`config.mk`:
```
export PLATFORM = sky130hd
export DESIGN_NAME = vreg_start_seq
export DESIGN_NICKNAME = d
export VERILOG_FILES = /design/src/rtl/vreg_seq_pkg.sv /design/src/rtl/vreg_seq_fsm.sv /design/src/rtl/vreg_seq_regs.sv /design/src/rtl/vreg_seq_ramp.sv /design/src/rtl/vreg_start_seq.sv
export SDC_FILE = /design/constraint.sdc
export NUM_CORES = 1
export LEC_CHECK = 0
export BUFFER_PORTS_ARGS = -buffer_cell sky130_fd_sc_hd__buf_2
export CAP_MARGIN = 20
export CORE_AREA = 5 5 84 86
export CTS_BUF_LIST = sky130_fd_sc_hd__clkbuf_16
export DETAILED_ROUTE_END_ITERATION = 12
export DIE_AREA = 0 0 89 91
export HOLD_SLACK_MARGIN = 0.1
export PLACE_DENSITY = 0.84
export SKIP_CTS_REPAIR_TIMING = 1
export SKIP_LAST_GASP = 1
export SYNTH_ARGS = -nofsm -noshare
export SYNTH_HDL_FRONTEND = slang
export SYNTH_SLANG_ARGS = --single-unit
export TNS_END_PERCENT = 5
```
`constraint.sdc`:
```
create_clock -name clk -period 7 [get_ports clk]
set_clock_uncertainty 0.15 [all_clocks]
set_input_delay 1.4 -clock clk [delete_from_list [all_inputs] [get_ports clk]]
set_output_delay 1.4 -clock clk [all_outputs]
set_load 0.03 [all_outputs]
```
`src/rtl/vreg_seq_pkg.sv`:
```
package vreg_seq_pkg;

  typedef enum logic [3:0] {
    ST_OFF,
    ST_PD,
    ST_REF,
    ST_STRAP,
    ST_LOAD,
    ST_STBY,
    ST_DLY,
    ST_RAMP,
    ST_ON
  } seq_state_t;

  localparam int RT_W = 2;

  // soft-start duration in microseconds per ramp-time code
  function automatic int unsigned ramp_us(input int unsigned sel);
    case (sel)
      0:       return 500;
      1:       return 770;
      2:       return 1000;
      default: return 2000;
    endcase
  endfunction

  // cycles per code step so that 'levels' steps fit in the ramp time
  function automatic int unsigned step_len(input longint unsigned clk_hz,
                                           input int unsigned t_us,
                                           input int unsigned levels);
    longint unsigned cyc;
    cyc = (clk_hz * longint'(t_us)) / 64'd1000000;
    cyc = cyc / longint'(levels);
    if (cyc == 0) cyc = 1;
    return int'(cyc);
  endfunction

endpackage

```
`src/rtl/vreg_seq_fsm.sv`:
```
module vreg_seq_fsm
  import vreg_seq_pkg::*;
#(
  parameter int unsigned INIT_STEP_CYC = 4,
  parameter int unsigned EN_DLY_CYC    = 64
) (
  input  logic       clk,
  input  logic       rst,
  input  logic       uvlo_ok,
  input  logic       en_in,
  input  logic       ramp_hit,
  output seq_state_t state_o,
  output logic       strap_take,
  output logic       load_defs,
  output logic       run_ok,
  output logic       hold_cap
);

  localparam int unsigned CNT_MAX = (INIT_STEP_CYC > EN_DLY_CYC) ? INIT_STEP_CYC : EN_DLY_CYC;
  localparam int CNT_W = $clog2(CNT_MAX + 1);
  localparam logic [CNT_W-1:0] INIT_LAST = CNT_W'(INIT_STEP_CYC - 1);
  localparam logic [CNT_W-1:0] DLY_LAST  = CNT_W'(EN_DLY_CYC - 1);

  seq_state_t       state_q;
  logic [CNT_W-1:0] cnt_q;
  logic             step_end;

  assign step_end = (cnt_q == INIT_LAST);

  always_ff @(posedge clk) begin
    if (rst || !uvlo_ok) begin
      state_q <= ST_OFF;
      cnt_q   <= '0;
    end else begin
      case (state_q)
        ST_OFF: begin
          state_q <= ST_PD;
          cnt_q   <= '0;
        end
        ST_PD, ST_REF, ST_STRAP, ST_LOAD: begin
          if (step_end) begin
            cnt_q <= '0;
            case (state_q)
              ST_PD:    state_q <= ST_REF;
              ST_REF:   state_q <= ST_STRAP;
              ST_STRAP: state_q <= ST_LOAD;
              default:  state_q <= ST_STBY;
            endcase
          end else begin
            cnt_q <= cnt_q + CNT_W'(1);
          end
        end
        ST_STBY: begin
          cnt_q <= '0;
          if (en_in) state_q <= ST_DLY;
        end
        ST_DLY: begin
          if (!en_in) begin
            state_q <= ST_STBY;
            cnt_q   <= '0;
          end else if (cnt_q == DLY_LAST) begin
            state_q <= ST_RAMP;
            cnt_q   <= '0;
          end else begin
            cnt_q <= cnt_q + CNT_W'(1);
          end
        end
        ST_RAMP: begin
          if (!en_in)        state_q <= ST_STBY;
          else if (ramp_hit) state_q <= ST_ON;
        end
        ST_ON: begin
          if (!en_in) state_q <= ST_STBY;
        end
        default: state_q <= ST_OFF;
      endcase
    end
  end

  assign state_o    = state_q;
  assign strap_take = uvlo_ok && (state_q == ST_STRAP) && step_end;
  assign load_defs  = uvlo_ok && (state_q == ST_LOAD) && step_end;
  assign run_ok     = uvlo_ok && en_in && ((state_q == ST_RAMP) || (state_q == ST_ON));
  assign hold_cap   = (state_q == ST_RAMP);

  AST_UVLO_TO_OFF: assert property (@(posedge clk) disable iff (rst)
    !uvlo_ok |=> (state_q == ST_OFF));
  AST_REF_AFTER_PD: assert property (@(posedge clk) disable iff (rst)
    ((state_q == ST_REF) && ($past(state_q) != ST_REF)) |-> ($past(state_q) == ST_PD));
  AST_STBY_ENTRY: assert property (@(posedge clk) disable iff (rst)
    ((state_q == ST_STBY) && ($past(state_q) != ST_STBY)) |-> (($past(state_q) == ST_LOAD) || !$past(en_in)));
  AST_RAMP_FROM_DLY: assert property (@(posedge clk) disable iff (rst)
    ((state_q == ST_RAMP) && ($past(state_q) != ST_RAMP)) |-> ($past(state_q) == ST_DLY));

endmodule

```
`src/rtl/vreg_seq_regs.sv`:
```
module vreg_seq_regs
  import vreg_seq_pkg::*;
#(
  parameter int          DATA_W    = 8,
  parameter int          ADDR_W    = 2,
  parameter int unsigned DEF_SP_LO = 32,
  parameter int unsigned DEF_SP_HI = 48
) (
  input  logic              clk,
  input  logic              rst,
  input  logic              bus_en_i,
  input  logic              reg_we,
  input  logic              reg_re,
  input  logic [ADDR_W-1:0] reg_addr,
  input  logic [DATA_W-1:0] reg_wdata,
  input  logic              load_i,
  input  logic              strap_sel_i,
  input  logic              hold_i,
  output logic [DATA_W-1:0] rdata_o,
  output logic              fpwm_o,
  output logic [DATA_W-1:0] cap_sp_o,
  output logic [1:0]        cap_range_o,
  output logic [RT_W-1:0]   cap_rt_o
);

  localparam logic [ADDR_W-1:0] ADR_SP  = ADDR_W'(0);
  localparam logic [ADDR_W-1:0] ADR_CTL = ADDR_W'(1);
  localparam int RNG_LO  = 0;
  localparam int RT_LO   = 2;
  localparam int FPWM_B  = 4;
  localparam logic [RT_W-1:0]   RT_DEF = 2'b10;
  localparam logic [DATA_W-1:0] SP_LO  = DATA_W'(DEF_SP_LO);
  localparam logic [DATA_W-1:0] SP_HI  = DATA_W'(DEF_SP_HI);

  logic [DATA_W-1:0] sp_q, cap_sp_q, rdata_q;
  logic [1:0]        range_q, cap_range_q;
  logic [RT_W-1:0]   rt_q, cap_rt_q;
  logic              fpwm_q;
  logic [DATA_W-1:0] ctl_view;

  assign ctl_view = {{(DATA_W-5){1'b0}}, fpwm_q, rt_q, range_q};

  always_ff @(posedge clk) begin
    if (rst) begin
      sp_q    <= SP_LO;
      range_q <= 2'b00;
      rt_q    <= RT_DEF;
      fpwm_q  <= 1'b0;
    end else if (load_i) begin
      sp_q    <= strap_sel_i ? SP_HI : SP_LO;
      range_q <= 2'b00;
      rt_q    <= RT_DEF;
      fpwm_q  <= 1'b0;
    end else if (bus_en_i && reg_we) begin
      if (reg_addr == ADR_SP) sp_q <= reg_wdata;
      if (reg_addr == ADR_CTL) begin
        range_q <= reg_wdata[RNG_LO +: 2];
        rt_q    <= reg_wdata[RT_LO +: RT_W];
        fpwm_q  <= reg_wdata[FPWM_B];
      end
    end
  end

  // captured copy tracks the live registers except while the ramp runs
  always_ff @(posedge clk) begin
    if (rst) begin
      cap_sp_q    <= SP_LO;
      cap_range_q <= 2'b00;
      cap_rt_q    <= RT_DEF;
    end else if (!hold_i) begin
      cap_sp_q    <= sp_q;
      cap_range_q <= range_q;
      cap_rt_q    <= rt_q;
    end
  end

  always_ff @(posedge clk) begin
    if (rst) begin
      rdata_q <= '0;
    end else if (bus_en_i && reg_re) begin
      if (reg_addr == ADR_SP)       rdata_q <= sp_q;
      else if (reg_addr == ADR_CTL) rdata_q <= ctl_view;
      else                          rdata_q <= '0;
    end else begin
      rdata_q <= '0;
    end
  end

  assign rdata_o     = rdata_q;
  assign fpwm_o      = fpwm_q;
  assign cap_sp_o    = cap_sp_q;
  assign cap_range_o = cap_range_q;
  assign cap_rt_o    = cap_rt_q;

  AST_CAP_FROZEN: assert property (@(posedge clk) disable iff (rst)
    $past(hold_i) |-> ($stable(cap_sp_q) && $stable(cap_rt_q) && $stable(cap_range_q)));
  AST_BUS_GATED: assert property (@(posedge clk) disable iff (rst)
    (!bus_en_i && !load_i) |=> ($stable(sp_q) && $stable(rt_q) && $stable(fpwm_q)));

endmodule

```
`src/rtl/vreg_seq_ramp.sv`:
```
module vreg_seq_ramp
  import vreg_seq_pkg::*;
#(
  parameter longint unsigned CLK_HZ = 100000000,
  parameter int              CODE_W = 8
) (
  input  logic              clk,
  input  logic              rst,
  input  logic              run_ok_i,
  input  logic              in_ramp_i,
  input  logic [CODE_W-1:0] tgt_i,
  input  logic [RT_W-1:0]   rt_i,
  output logic [CODE_W-1:0] ref_o,
  output logic              done_o,
  output logic              hit_o
);

  localparam int unsigned LEVELS = 1 << CODE_W;
  localparam int unsigned STEP0  = step_len(CLK_HZ, ramp_us(0), LEVELS);
  localparam int unsigned STEP1  = step_len(CLK_HZ, ramp_us(1), LEVELS);
  localparam int unsigned STEP2  = step_len(CLK_HZ, ramp_us(2), LEVELS);
  localparam int unsigned STEP3  = step_len(CLK_HZ, ramp_us(3), LEVELS);
  localparam int CNT_W = $clog2(STEP3 + 1);

  logic [CNT_W-1:0]  step_cnt, step_sel;
  logic [CODE_W-1:0] ref_q, ref_inc;
  logic              done_q, tick;

  always_comb begin
    case (rt_i)
      2'd0:    step_sel = CNT_W'(STEP0);
      2'd1:    step_sel = CNT_W'(STEP1);
      2'd2:    step_sel = CNT_W'(STEP2);
      default: step_sel = CNT_W'(STEP3);
    endcase
  end

  assign tick    = (step_cnt >= (step_sel - CNT_W'(1)));
  assign ref_inc = ref_q + CODE_W'(1);
  assign hit_o   = run_ok_i && in_ramp_i &&
                   ((ref_q == tgt_i) || (tick && (ref_inc == tgt_i)));

  always_ff @(posedge clk) begin
    if (rst || !run_ok_i) begin
      ref_q    <= '0;
      step_cnt <= '0;
      done_q   <= 1'b0;
    end else begin
      step_cnt <= tick ? '0 : step_cnt + CNT_W'(1);
      if (in_ramp_i) begin
        if (hit_o) done_q <= 1'b1;
        if (tick && (ref_q != tgt_i)) ref_q <= ref_inc;
      end else begin
        done_q <= 1'b1;
        if (tick) begin
          if (ref_q < tgt_i)      ref_q <= ref_inc;
          else if (ref_q > tgt_i) ref_q <= ref_q - CODE_W'(1);
        end
      end
    end
  end

  assign ref_o  = ref_q;
  assign done_o = done_q;

  AST_RAMP_MONO: assert property (@(posedge clk) disable iff (rst)
    (run_ok_i && in_ramp_i) |=> ((ref_q == $past(ref_q)) || (ref_q == $past(ref_inc)) || (ref_q == '0)));
  AST_DONE_AT_TGT: assert property (@(posedge clk) disable iff (rst)
    $rose(done_q) |-> (ref_q == tgt_i));

endmodule

```
`src/rtl/vreg_start_seq.sv`:
```
module vreg_start_seq
  import vreg_seq_pkg::*;
#(
  parameter longint unsigned CLK_HZ        = 100000000,
  parameter int              DATA_W        = 8,
  parameter int              ADDR_W        = 2,
  parameter int              STRAP_W       = 3,
  parameter int unsigned     INIT_STEP_CYC = 4,
  parameter int unsigned     EN_DLY_CYC    = 64,
  parameter int unsigned     DEF_SP_LO     = 32,
  parameter int unsigned     DEF_SP_HI     = 48
) (
  input  logic               clk,
  input  logic               rst,
  input  logic               uvlo_ok,
  input  logic               en_in,
  input  logic [STRAP_W-1:0] strap_in,
  input  logic               reg_we,
  input  logic               reg_re,
  input  logic [ADDR_W-1:0]  reg_addr,
  input  logic [DATA_W-1:0]  reg_wdata,
  output logic [DATA_W-1:0]  reg_rdata,
  output logic               en_pd,
  output logic               ref_en,
  output logic               bus_en,
  output logic [STRAP_W-1:0] strap_q,
  output logic [DATA_W-1:0]  ref_code,
  output logic [1:0]         ref_range,
  output logic               pfm_allow,
  output logic               ss_ramp,
  output logic               ss_done
);

  seq_state_t        state;
  logic              strap_take, load_defs, run_ok, hold_cap, ramp_hit, fpwm;
  logic [DATA_W-1:0] cap_sp;
  logic [RT_W-1:0]   cap_rt;
  logic [STRAP_W-1:0] strap_r;

  vreg_seq_fsm #(
    .INIT_STEP_CYC(INIT_STEP_CYC),
    .EN_DLY_CYC   (EN_DLY_CYC)
  ) u_fsm (
    .clk       (clk),
    .rst       (rst),
    .uvlo_ok   (uvlo_ok),
    .en_in     (en_in),
    .ramp_hit  (ramp_hit),
    .state_o   (state),
    .strap_take(strap_take),
    .load_defs (load_defs),
    .run_ok    (run_ok),
    .hold_cap  (hold_cap)
  );

  always_ff @(posedge clk) begin
    if (rst)             strap_r <= '0;
    else if (strap_take) strap_r <= strap_in;
  end

  vreg_seq_regs #(
    .DATA_W   (DATA_W),
    .ADDR_W   (ADDR_W),
    .DEF_SP_LO(DEF_SP_LO),
    .DEF_SP_HI(DEF_SP_HI)
  ) u_regs (
    .clk        (clk),
    .rst        (rst),
    .bus_en_i   (bus_en),
    .reg_we     (reg_we),
    .reg_re     (reg_re),
    .reg_addr   (reg_addr),
    .reg_wdata  (reg_wdata),
    .load_i     (load_defs),
    .strap_sel_i(strap_r[0]),
    .hold_i     (hold_cap),
    .rdata_o    (reg_rdata),
    .fpwm_o     (fpwm),
    .cap_sp_o   (cap_sp),
    .cap_range_o(ref_range),
    .cap_rt_o   (cap_rt)
  );

  vreg_seq_ramp #(
    .CLK_HZ(CLK_HZ),
    .CODE_W(DATA_W)
  ) u_ramp (
    .clk      (clk),
    .rst      (rst),
    .run_ok_i (run_ok),
    .in_ramp_i(state == ST_RAMP),
    .tgt_i    (cap_sp),
    .rt_i     (cap_rt),
    .ref_o    (ref_code),
    .done_o   (ss_done),
    .hit_o    (ramp_hit)
  );

  assign strap_q   = strap_r;
  assign en_pd     = (state == ST_PD) || (state == ST_REF) || (state == ST_STRAP) || (state == ST_LOAD);
  assign ref_en    = (state != ST_OFF) && (state != ST_PD);
  assign bus_en    = (state == ST_STBY) || (state == ST_DLY) || (state == ST_RAMP) || (state == ST_ON);
  assign ss_ramp   = (state == ST_RAMP);
  assign pfm_allow = ss_ramp || !fpwm;

  AST_UVLO_CLEARS: assert property (@(posedge clk) disable iff (rst)
    !uvlo_ok |=> ((ref_code == '0) && !bus_en && !ref_en && !ss_done));
  AST_EN_LOW_CLEARS: assert property (@(posedge clk) disable iff (rst)
    !en_in |=> ((ref_code == '0) && !ss_done && !ss_ramp));
  AST_PD_NOT_WITH_BUS: assert property (@(posedge clk) disable iff (rst)
    $fell(en_pd) |-> (bus_en || !uvlo_ok || !$past(uvlo_ok)));

endmodule

```
* After elaboration in Yosys (flattened, before gate mapping) *
Cells that the tools add are included.

storage, ports and cells
  output and inout bits = 27
  logic and storage cells = 119
  register bits = 66

operators by class
  reduce and logical (&&, ||, !) cells = 45
  $add $sub $neg = 5
  equal/unequal tests = 24
  multiplexer cells = 27
  bitwise logic cells = 1
  order comparisons = 3

operator list
  operator                 number
  $mux W8                  9
  $pmux W10 S3             1
  $mux W4                  7
  $pmux W4 S6              1
  $mux W7                  3
  $pmux W7 S3              1
  $eq A4 B3 Y1 const B     4
  $eq A8 B8 Y1             2
  $logic_and A1 B1 Y1      13
  $logic_or A1 B1 Y1       11
  $add A10 B1 Y10 const B  1
  $ge A10 B10 Y1           1
  $mux W5                  2
  $sub A10 B1 Y10 const B  1
  $pmux W3 S3              1
  $add A8 B1 Y8 const B    1
  $eq A4 B2 Y1 const B     2
  $gt A8 B8 Y1             1
  $lt A8 B8 Y1             1
  $ne A8 B8 Y1             1
  $reduce_or A2 Y1         4
  $sub A8 B1 Y8 const B    1
  $add A7 B1 Y7 const B    1
  $eq A7 B2 Y1 const B     1
  other kinds (21)         34

* Longest topological paths before layout *
Gate-level depths: netlist of run 1.

  word-level depth = 10
  gate-level depth with buffers = 10

* Modules after synthesis *
Synthesis of run 1 repeated with hierarchy kept, for this count alone.

second synthesis, totals
  cells, all modules = 440
  area total of the unflattened synthesis = 3878.7 sq um

by module, submodules not included
  module          area an instance (sq um)  times used  cells each
  vreg_seq_ramp   1741.7                    1           220
  vreg_seq_regs   1169.9                    1           105
  vreg_seq_fsm    802.0                     1           97
  vreg_start_seq  165.2                     1           18

* Least setup slack after synthesis of run 1 *
No wires, ideal clock.

  path kind = reg2out
  start = register u_fsm.state_q[1] (netlist: u_fsm.state_o[1])
  end = output pfm_allow
  arrival = 1.511 ns
  setup slack = 3.939 ns
  data required time = 5.450 ns
  stages on the path, launching flop included = 7
  buffers on the path = 3
  path through = dfxtp_1 > and2_1 > buf_2 > nand2_2 > clkbuf_1 > clkbuf_1 > nand2_1

between the ends
  cells in the longest elaborated chain, start to end = 2

RTL lines
  what                    RTL line               RTL
  start, declared         vreg_seq_fsm.sv:24     seq_state_t state_q;
  start signal, assigned  vreg_seq_fsm.sv:32     state_q <= ST_OFF;
  start signal, assigned  vreg_seq_fsm.sv:37     state_q <= ST_PD;
  start signal, assigned  vreg_seq_fsm.sv:44     ST_PD: state_q <= ST_REF;
  $eq A4 B3 Y1            vreg_start_seq.sv:103  assign ss_ramp = (state == ST_RAMP);
  $logic_or A1 B1 Y1      vreg_start_seq.sv:104  assign pfm_allow = ss_ramp || !fpwm;
  end, declared           vreg_start_seq.sv:29   output logic pfm_allow,

No other way between the ends.

* Worst setup path in the final report of run 1 *
  start = register u_fsm.state_q[2] (netlist: u_fsm.state_o[2])
  end = output ss_ramp

between the ends
  cells in the longest elaborated chain, start to end = 1

RTL lines
  what           RTL line               RTL
  $eq A4 B3 Y1   vreg_start_seq.sv:103
  end, declared  vreg_start_seq.sv:30   output logic ss_ramp,

No other way between the ends.

==> impl_metrics.tcl, run 1 <==
set metrics [dict create \
    status "complete, no violations" \
    slew_violations 0 \
    cts_tree "done" \
    p_clk_share_pct 53.4 \
    holdPathEnd "u_regs.cap_range_o[0]" \
    fin_crit_sh_pct 51.8 \
    min_path_type "register to register" \
    arrival_ns 2.08 \
    hold_viol 0 \
    antenna_found_initial 0 \
    die_w_um 89 \
    syn_avg_cell_area_um2 8.28 \
    wirelength_um 8680 \
    layout.nets 542 \
    clk_pin_slew_ns 0.06 \
    crit_start "u_fsm.state_o[2]" \
    endpoint_kind "output port" \
    synth_edf_count 0 \
    place.gp.congestion 0.926 \
    grt_start_max_net_pins 23 \
    max_freq_mhz 276 \
    firstDrtPassIters 4 \
    cp.required_ns 5.45 \
    area_delta_synth_final_pct 14.4 \
    async_flop_share_pct 0 \
    max_stage_delay_ns 0.60 \
    vias 3413 \
    gr-usage-all-layers_pct 22.3 \
    hold_depth 2 \
    critPathSlowestCell "dfxtp_1" \
    coreArea_mm2 0.00620 \
    synthTopCellsByArea "dfxtp_1 35%, ha_1 8.5%, mux2i_1 7.3%" \
    avgRoutedWirePerCell_um 15.0 \
    synth_top_area_share_pct 34.6 \
    setup_violations 0 \
    total_power_mw 0.871 \
    antenna_cells 0 \
    antenna_left 0 \
    crit_type "register to output port" \
    grt_pass1_vias 3153 \
    p_comb_share_pct 3.1 \
    rsz0062_at_grt "no" \
    p_leak_nw 1.83 \
    insertion_delay_ns 0.33 \
    cap_violations 0 \
    cp_num_buf_inv 2 \
    drt_first_iter_violations 193 \
    synth_largest_area_cell "dfxtp_1" \
    r2r_slack_ns 4.06 \
    clockBufferDepth 2 \
    setup_tns_ns 0 \
    stdcell_count 579 \
    pwr_density_cell_mw_per_mm2 199 \
    hp-start "u_regs.cap_range_o[0]" \
    clockRootBuffer "clkbuf_16" \
    path_cells "nor2b_1, nand2_2, inv_2, buf_2" \
    synth_area_mm2 0.00382 \
    grt_pass1_wl_um 14600 \
    portBuffers 45 \
    pin_count 46 \
    die_area_mm2 0.00810 \
    vdd_drop_max_mv 0.179 \
    numCtsBuffers 9 \
    cp_top_family "flip-flops" \
    finalCriticalPeriod_ns 3.63 \
    row_count 29 \
    startpoint_type "register" \
    switching_share_pct 23.2 \
    netlist_top_cells_count "66 x dfxtp_1, 53 x nand2_1, 53 x nor2_1" \
    ys_seq_elements 66 \
    initial_utilization_pct 61.5 \
    yosysMostFrequentCell "dfxtp_1" \
    seqPwrFrac_pct 43.5 \
    dp_cells 562 \
    ys_types 59 \
    regToRegEndpoint "u_ramp.ref_o[2]" \
    p_sw_mw 0.202 \
    synth_top_flop_cell "dfxtp_1" \
    relSlewSlack_pct 37.6 \
    dp_hpwl_um 6230 \
    worst-r2r-cell-count 7 \
    worst_slew_pin_slew_ns 0.936 \
    avgViaCountPerCell 5.89 \
    r2r_start "u_fsm.state_o[3]" \
    drive_above_1_share_pct 14.5 \
    cts.sinks 66 \
    htreeDepth 3 \
    drc_errors 0 \
    syn_nets 506 \
    fp.dieH_um 91 \
    overflow 0 \
    crit_path_max_fanout 22 \
    yosysSeqAreaShare_pct 34.6 \
    netlist_instances 461 \
    ys_warn_count 0 \
    holdWs_ns 0.309 \
    internal_power_mw 0.669 \
]
-- routing by layer --
metal  up-vias  track usage [%]  part of all wire, %
met1      1596             30.5                   46
met4         0             8.31                  1.2
li1       1689                -                    -
met5         -                0                    0
met3         9             4.89                  6.1
met2       119             34.2                   47
-- tightest hold or removal path, stage by stage, from the launching register on --
cell	delay, ns
dfxtp_1	0.31
nand2_1	0.05
a21oi_1	0.05
-- cell type report --
type                            count  area, um^2
Sequential cell                    66        1320
Fill cell                         468        1830
Tap cell                           77        96.3
Clock inverter                      7        82.6
Inverter                           25        93.8
Timing Repair Buffer               46         230
Clock buffer                        9         225
Multi-Input combinational cell    349        2320
-- through the flow --
| stage | worst slack [ns] | util, % | instance area, um^2 |
|---|---|---|---|
| after floorplan | 3.94 | - | 3820 |
| after global placement | 3.50 | 65.4 | 4060 |
| after detailed placement | 3.38 | 65.4 | 4060 |
| after CTS | 3.38 | 70.4 | 4370 |
| after global routing | 3.20 | 70.4 | 4370 |
| final | 3.37 | 70.4 | 4370 |
-- state kept, by name, summed over array words and instances, names as in the netlist --
name / flops
u_ramp.step_cnt: 10
u_ramp.ref_o: 8
u_regs.cap_sp_o: 8
u_regs.rdata_o: 8
u_regs.sp_q: 8
u_fsm.cnt_q: 7
u_fsm.state_o: 4
strap_q: 3
u_regs.cap_range_o: 2
u_regs.cap_rt_o: 2
u_regs.range_q: 2
u_regs.rt_q: 2
u_ramp.done_o: 1
u_regs.fpwm_o: 1
-- how the worst max path moves through the flow --
stage,cells after the start,to
global route,4,ss_ramp
CTS,4,ss_ramp
floorplan,6,pfm_allow
global placement,6,u_ramp.step_cnt[8]
finish,4,ss_ramp
detailed placement,6,u_ramp.step_cnt[8]
-- layout by cell type (no fill, tap or decap), drive strengths merged, types with 2 or more instances in the layout --
cell and instances:
dfxtp 66, nand2 55, nor2 53, buf 46, a21oi 33, mux2i 28
inv 28, ha 26, nand3 17, xor2 13, xnor2 11, nor3 9
clkbuf 9, o21ai 9, nand4 8, nand2b 8, and2 7, o211ai 6
a211oi 6, nor2b 5, nor4 5, and3 5, o21a 4, nand3b 4
or3 3, a211o 3, a2111oi 3, nor4b 2, a21o 2, a22o 2
o2bb2ai 2, a2111o 2, clkinvlp 2, mux2 2
-- kinds of logic after synthesis --
family | after synthesis | synth area share, %
buf+inv | 46 | 4.78
simple gates | 183 | 23.0
mux | 30 | 7.93
xor+xnor | 24 | 5.50
flops | 66 | 34.6
fa+ha+maj | 26 | 8.52
other cells | 1 | 0.0982
compound gates | 85 | 15.6
-- power by group through the flow --
| stage | sequential [mW] | clock [mW] | combinational, mW |
|---|---|---|---|
| floorplan | 0.385 | 0 | 0.0187 |
| global placement | 0.387 | 0 | 0.0259 |
| detailed placement | 0.387 | 0 | 0.0266 |
| CTS | 0.379 | 0.467 | 0.0267 |
| global route | 0.379 | 0.490 | 0.0293 |
| finish | 0.379 | 0.465 | 0.0269 |
No activity file was read; power rests on OpenSTA's default activity.
==> inputs of run 2 (changes only) <==
CORE_AREA = 5 5 91 93   (was 5 5 84 86)
DIE_AREA = 0 0 96 98   (was 0 0 89 91)
PLACE_DENSITY = 0.76   (was 0.84)
clock period = 3.2 ns   (was 7 ns; I/O delays follow)
==> impl_metrics.tcl, run 2 (same netlist as run 1, synthesis figures left out) <==
set metrics [dict create \
    status "complete, no violations" \
    max_freq_mhz 364 \
    fp.dieH_um 98 \
    initial_utilization_pct 51.3 \
    insertion_delay_ns 0.33 \
    grt_pass1_vias 3374 \
    relSlewSlack_pct 61.6 \
    crit_path_max_fanout 16 \
    startpoint_type "register" \
    largest_reg_flops 10 \
    vias 3391 \
    cp.required_ns 2.41 \
    pwr_density_cell_mw_per_mm2 446 \
    coreArea_mm2 0.00745 \
    r2r_start "u_regs.cap_rt_o[0]" \
    grt_pass1_wl_um 15800 \
    cp_top_family "buffers and inverters" \
    hold_depth 2 \
    numCtsBuffers 9 \
    avgRoutedWirePerCell_um 15.1 \
    antenna_found_initial 0 \
    area_delta_synth_final_pct 16.8 \
    clockBufferDepth 2 \
    overflow 0 \
    min_path_type "register to register" \
    clockRootBuffer "clkbuf_16" \
    antenna_cells 0 \
    worst_slew_pin_slew_ns 0.571 \
    hp-start "u_regs.cap_range_o[1]" \
    setup_violations 0 \
    regToRegEndpoint "u_ramp.ref_o[2]" \
    final_cell_mix "66 x dfxtp_1, 53 x nor2_1, 53 x nand2_1" \
    met1_length_um 4030 \
    path_cells "and2_1, nand2_2, inv_2, buf_4, buf_2" \
    layout.nets 546 \
    rsz0062_at_grt "no" \
    fin_crit_sh_pct 85.8 \
    endpoint_kind "output port" \
    drive_above_1_share_pct 15.2 \
    finalCriticalPeriod_ns 2.75 \
    top_layer "met4" \
    arrival_ns 1.96 \
    htreeDepth 3 \
    critPathSlowestCell "dfxtp_1" \
    drc_errors 0 \
    gr-usage-all-layers_pct 20.8 \
    row_count 32 \
    hold_viol 0 \
    slew_violations 0 \
    setup_slack_ns 0.454 \
    vdd_drop_max_mv 0.307 \
    r2r_slack_ns 0.53 \
    clk_pin_slew_ns 0.06 \
    antenna_left 0 \
    wirelength_um 9160 \
    placed_area_mm2 0.00413 \
    worst-r2r-cell-count 9 \
    pin_count 46 \
    place.gp.congestion 0.882 \
    firstDrtPassIters 4 \
    avgViaCountPerCell 5.58 \
    die_w_um 96 \
    portBuffers 45 \
    grt_start_max_net_pins 21 \
    route.met2.wl_um 4440 \
    crit_type "register to output port" \
    die_area_mm2 0.00941 \
    final_common_cell "dfxtp_1" \
    holdPathEnd "u_regs.cap_range_o[1]" \
    setup_tns_ns 0 \
    top_register "u_ramp.step_cnt" \
    holdWs_ns 0.304 \
    route.met3.wl_um 461 \
    max_stage_delay_ns 0.54 \
    drt_first_iter_violations 146 \
    place_ws_ns 0.579 \
    cts_tree "done" \
    design_area_mm2 0.00446 \
    cp_num_buf_inv 3 \
    cap_violations 0 \
    dp_hpwl_um 6520 \
    cts.sinks 66 \
    p_leak_nw 1.87 \
]
## run 2: cell types whose count changed in the layout (fill, tap and decap cells not counted)
cell	delta
buf_4	+5
buf_2	-1
bufinv_16	+1
clkinv_4	-1
clkinvlp_4	-1
inv_8	+1
## run 2: layer usage
| layer | vias up | global-route usage [%] |
|---|---|---|
| met4 | 0 | 8.64 |
| met3 | 17 | 4.16 |
| met2 | 88 | 32.8 |
| met1 | 1597 | 27.6 |
| li1 | 1689 | - |
| met5 | - | 0 |
## run 2: tightest hold or removal path: stages, from the launching register on
cell and delay (ns):
dfxtp_1 0.31, nand2_1 0.05, a21oi_1 0.05
## run 2: power by group
group / total, mW / switching, mW / leakage, nW / internal (mW)
Sequential: 0.829 / 0.00531 / 0.532 / 0.824
Clock: 1.10 / 0.402 / 0.160 / 0.698
Combinational: 0.0590 / 0.0342 / 1.17 / 0.0248
## run 2: worst max path at each step
stage | startpoint | endpoint | slack (ns) | cells after the start
floorplan | u_ramp.ref_o[0] | u_ramp.ref_o[6] | 0.52 | 9
global placement | u_ramp.ref_o[0] | u_ramp.ref_o[5] | 0.63 | 8
detailed placement | u_ramp.ref_o[0] | u_ramp.ref_o[5] | 0.58 | 8
finish | u_fsm.state_o[1] | ss_ramp | 0.45 | 5
CTS | u_fsm.state_o[1] | ss_ramp | 0.45 | 5
global route | u_fsm.state_o[2] | ss_ramp | 0.32 | 5
## run 2: per-stage QoR
step | cells | power (mW) | util, %
after global placement | 592 | 0.904 | 55.4
after floorplan | 461 | 0.884 | -
after global routing | 608 | 2.05 | 59.9
after CTS | 608 | 2.00 | 59.9
final | 608 | 1.99 | 59.9
after detailed placement | 592 | 0.906 | 55.4
## run 2: final cells by class
cell class	count	area, um^2
Inverter	25	93.8
Clock inverter	7	108
Multi-Input combinational cell	349	2320
Sequential cell	66	1320
Clock buffer	9	225
Fill cell	667	2990
Tap cell	102	128
Timing Repair Buffer	50	263
==> inputs of run 3 (changes only) <==
CORE_AREA = 5 5 103 105   (was 5 5 91 93)
DIE_AREA = 0 0 108 110   (was 0 0 96 98)
MAX_ROUTING_LAYER = met4   (was default)
PLACE_DENSITY = 0.61   (was 0.76)
==> impl_metrics.tcl, run 3 (same netlist as run 1, synthesis figures left out) <==
set metrics [dict create \
    status "complete, no violations" \
    r2r_slack_ns 0.51 \
    cap_violations 0 \
    die_w_um 108 \
    switching_share_pct 23.1 \
    layout.nets 547 \
    clockBufferDepth 2 \
    regToRegEndpoint "u_ramp.ref_o[3]" \
    crit_start "u_fsm.state_o[2]" \
    p_clk_share_pct 53.3 \
    max_stage_delay_ns 0.63 \
    slew_violations 0 \
    relSlewSlack_pct 61.0 \
    endpoint "ss_ramp" \
    crit_type "register to output port" \
    p_sw_mw 0.441 \
    antenna_cells 0 \
    clk_pin_slew_ns 0.06 \
    startpoint_type "register" \
    cp.depth 5 \
    cp_num_buf_inv 3 \
    cp_top_family "flip-flops" \
    crit_path_max_fanout 16 \
    gr-usage-all-layers_pct 16.7 \
    place.gp.congestion 0.902 \
    rsz0062_at_grt "no" \
    critPathSlowestCell "dfxtp_1" \
    p_comb_share_pct 3.1 \
    avgRoutedWirePerCell_um 14.1 \
    placed_area_mm2 0.00417 \
    internal_power_mw 1.46 \
    antenna_found_initial 0 \
    endpoint_kind "output port" \
    clockRootBuffer "clkbuf_16" \
    portBuffers 45 \
    final_common_cell "dfxtp_1" \
    design_area_mm2 0.00448 \
    pin_count 46 \
    setup_violations 0 \
    path_cells "nor2b_1, nand2_2, inv_2, buf_4, buf_2" \
    dp_hpwl_um 6770 \
    grt_start_max_net_pins 21 \
    final_cell_mix "66 x dfxtp_1, 53 x nor2_1, 53 x nand2_1" \
    p_leak_nw 1.86 \
    finalCriticalPeriod_ns 2.78 \
    fp.dieH_um 110 \
    fin_crit_sh_pct 86.9 \
    r2r_start "u_ramp.ref_o[0]" \
    min_path_type "register to register" \
    grt_pass1_vias 3350 \
    cp.required_ns 2.41 \
    dp_cells 624 \
    wirelength_um 9050 \
    die_area_mm2 0.0119 \
    numCtsBuffers 9 \
    antenna_left 0 \
    cts.sinks 66 \
    initial_utilization_pct 40.0 \
    insertion_delay_ns 0.33 \
    pwr_density_cell_mw_per_mm2 425 \
    vdd_drop_max_mv 0.292 \
    stdcell_count 640 \
    max_freq_mhz 360 \
    drt_first_iter_violations 122 \
    drc_errors 0 \
    worst-r2r-cell-count 8 \
    top_register "u_ramp.step_cnt" \
    worst_slew_pin_slew_ns 0.579 \
    n_fill_cell 967 \
    setup_tns_ns 0 \
    area_delta_synth_final_pct 17.3 \
    drive_above_1_share_pct 15.4 \
    coreArea_mm2 0.00955 \
    largest_reg_flops 10 \
    arrival_ns 1.99 \
    seqPwrFrac_pct 43.5 \
    htreeDepth 3 \
    hold_viol 0 \
    grt_pass1_wl_um 15600 \
    cts_tree "done" \
    row_count 36 \
    vias 3356 \
    overflow 0 \
    avgViaCountPerCell 5.24 \
    firstDrtPassIters 5 \
]
[run 3: changes by cell type in the layout (fill, tap and decap cells not counted)]
cell	previous run	this run
bufinv_16	2	1
buf_4	5	6
inv_8	2	1
clkinv_4	0	1
clkinvlp_4	1	2
[run 3: power groups by stage]
stage                     clock network, mW  logic [mW]  registers [mW]
after floorplan                           0      0.0409           0.843
after global placement                    0      0.0585           0.847
after detailed placement                  0      0.0594           0.847
after CTS                              1.04      0.0597           0.829
after global routing                   1.08      0.0655           0.829
final                                  1.02      0.0592           0.829
[run 3: layout make-up]
cell class              count  area [um^2]  area share [%]
well taps                 133          166            3.71
inverters                  25         93.8            2.09
clock buffers               9          225            5.03
multi-input cells         349         2320            51.8
repair buffers             51          270            6.03
clock inverters             7         82.6            1.84
flip-flops and latches     66         1320            29.5
[run 3: per-stage QoR]
stage                     util, %  worst slack, ns  hold WS, ns  total power [mW]
after detailed placement     43.7            0.530        0.305             0.907
after CTS                    46.9            0.411        0.314              1.93
after floorplan                 -            0.519        0.286             0.884
final                        46.9            0.419        0.305              1.90
after global routing         46.9            0.190        0.337              1.98
after global placement       43.7            0.602        0.292             0.906
[run 3: how the worst min path moves through the flow]
stage / cells past startpoint / start / endpoint / slack (ns)
2_1_floorplan: 2 / u_regs.cap_sp_o[0] / u_regs.cap_sp_o[0] / 0.29
3_3_place_gp: 2 / u_regs.cap_range_o[1] / u_regs.cap_range_o[1] / 0.29
3_5_place_dp: 2 / u_regs.cap_range_o[1] / u_regs.cap_range_o[1] / 0.30
4_1_cts: 2 / u_regs.cap_range_o[1] / u_regs.cap_range_o[1] / 0.31
5_1_grt: 2 / u_regs.cap_range_o[0] / u_regs.cap_range_o[0] / 0.34
6_report: 2 / u_regs.cap_range_o[1] / u_regs.cap_range_o[1] / 0.30
[run 3: worst reg2reg max path, stage by stage, from the launching register on]
cell	delay [ns]
dfxtp_1	0.52
inv_1	0.16
ha_1	0.23
nor2b_1	0.11
o211ai_1	0.14
a211o_1	0.41
a2111oi_0	0.51
o211ai_1	0.20
mux2i_1	0.16
[run 3: layer usage]
metal | vias up | part of all wire, % | global-route usage (%)
li1 | 1694 | - | -
met1 | 1553 | 48 | 21.5
met2 | 95 | 46 | 26.5
met3 | 14 | 4.6 | 3.26
met4 | 0 | 1.7 | 5.50
met5 | - | 0 | -
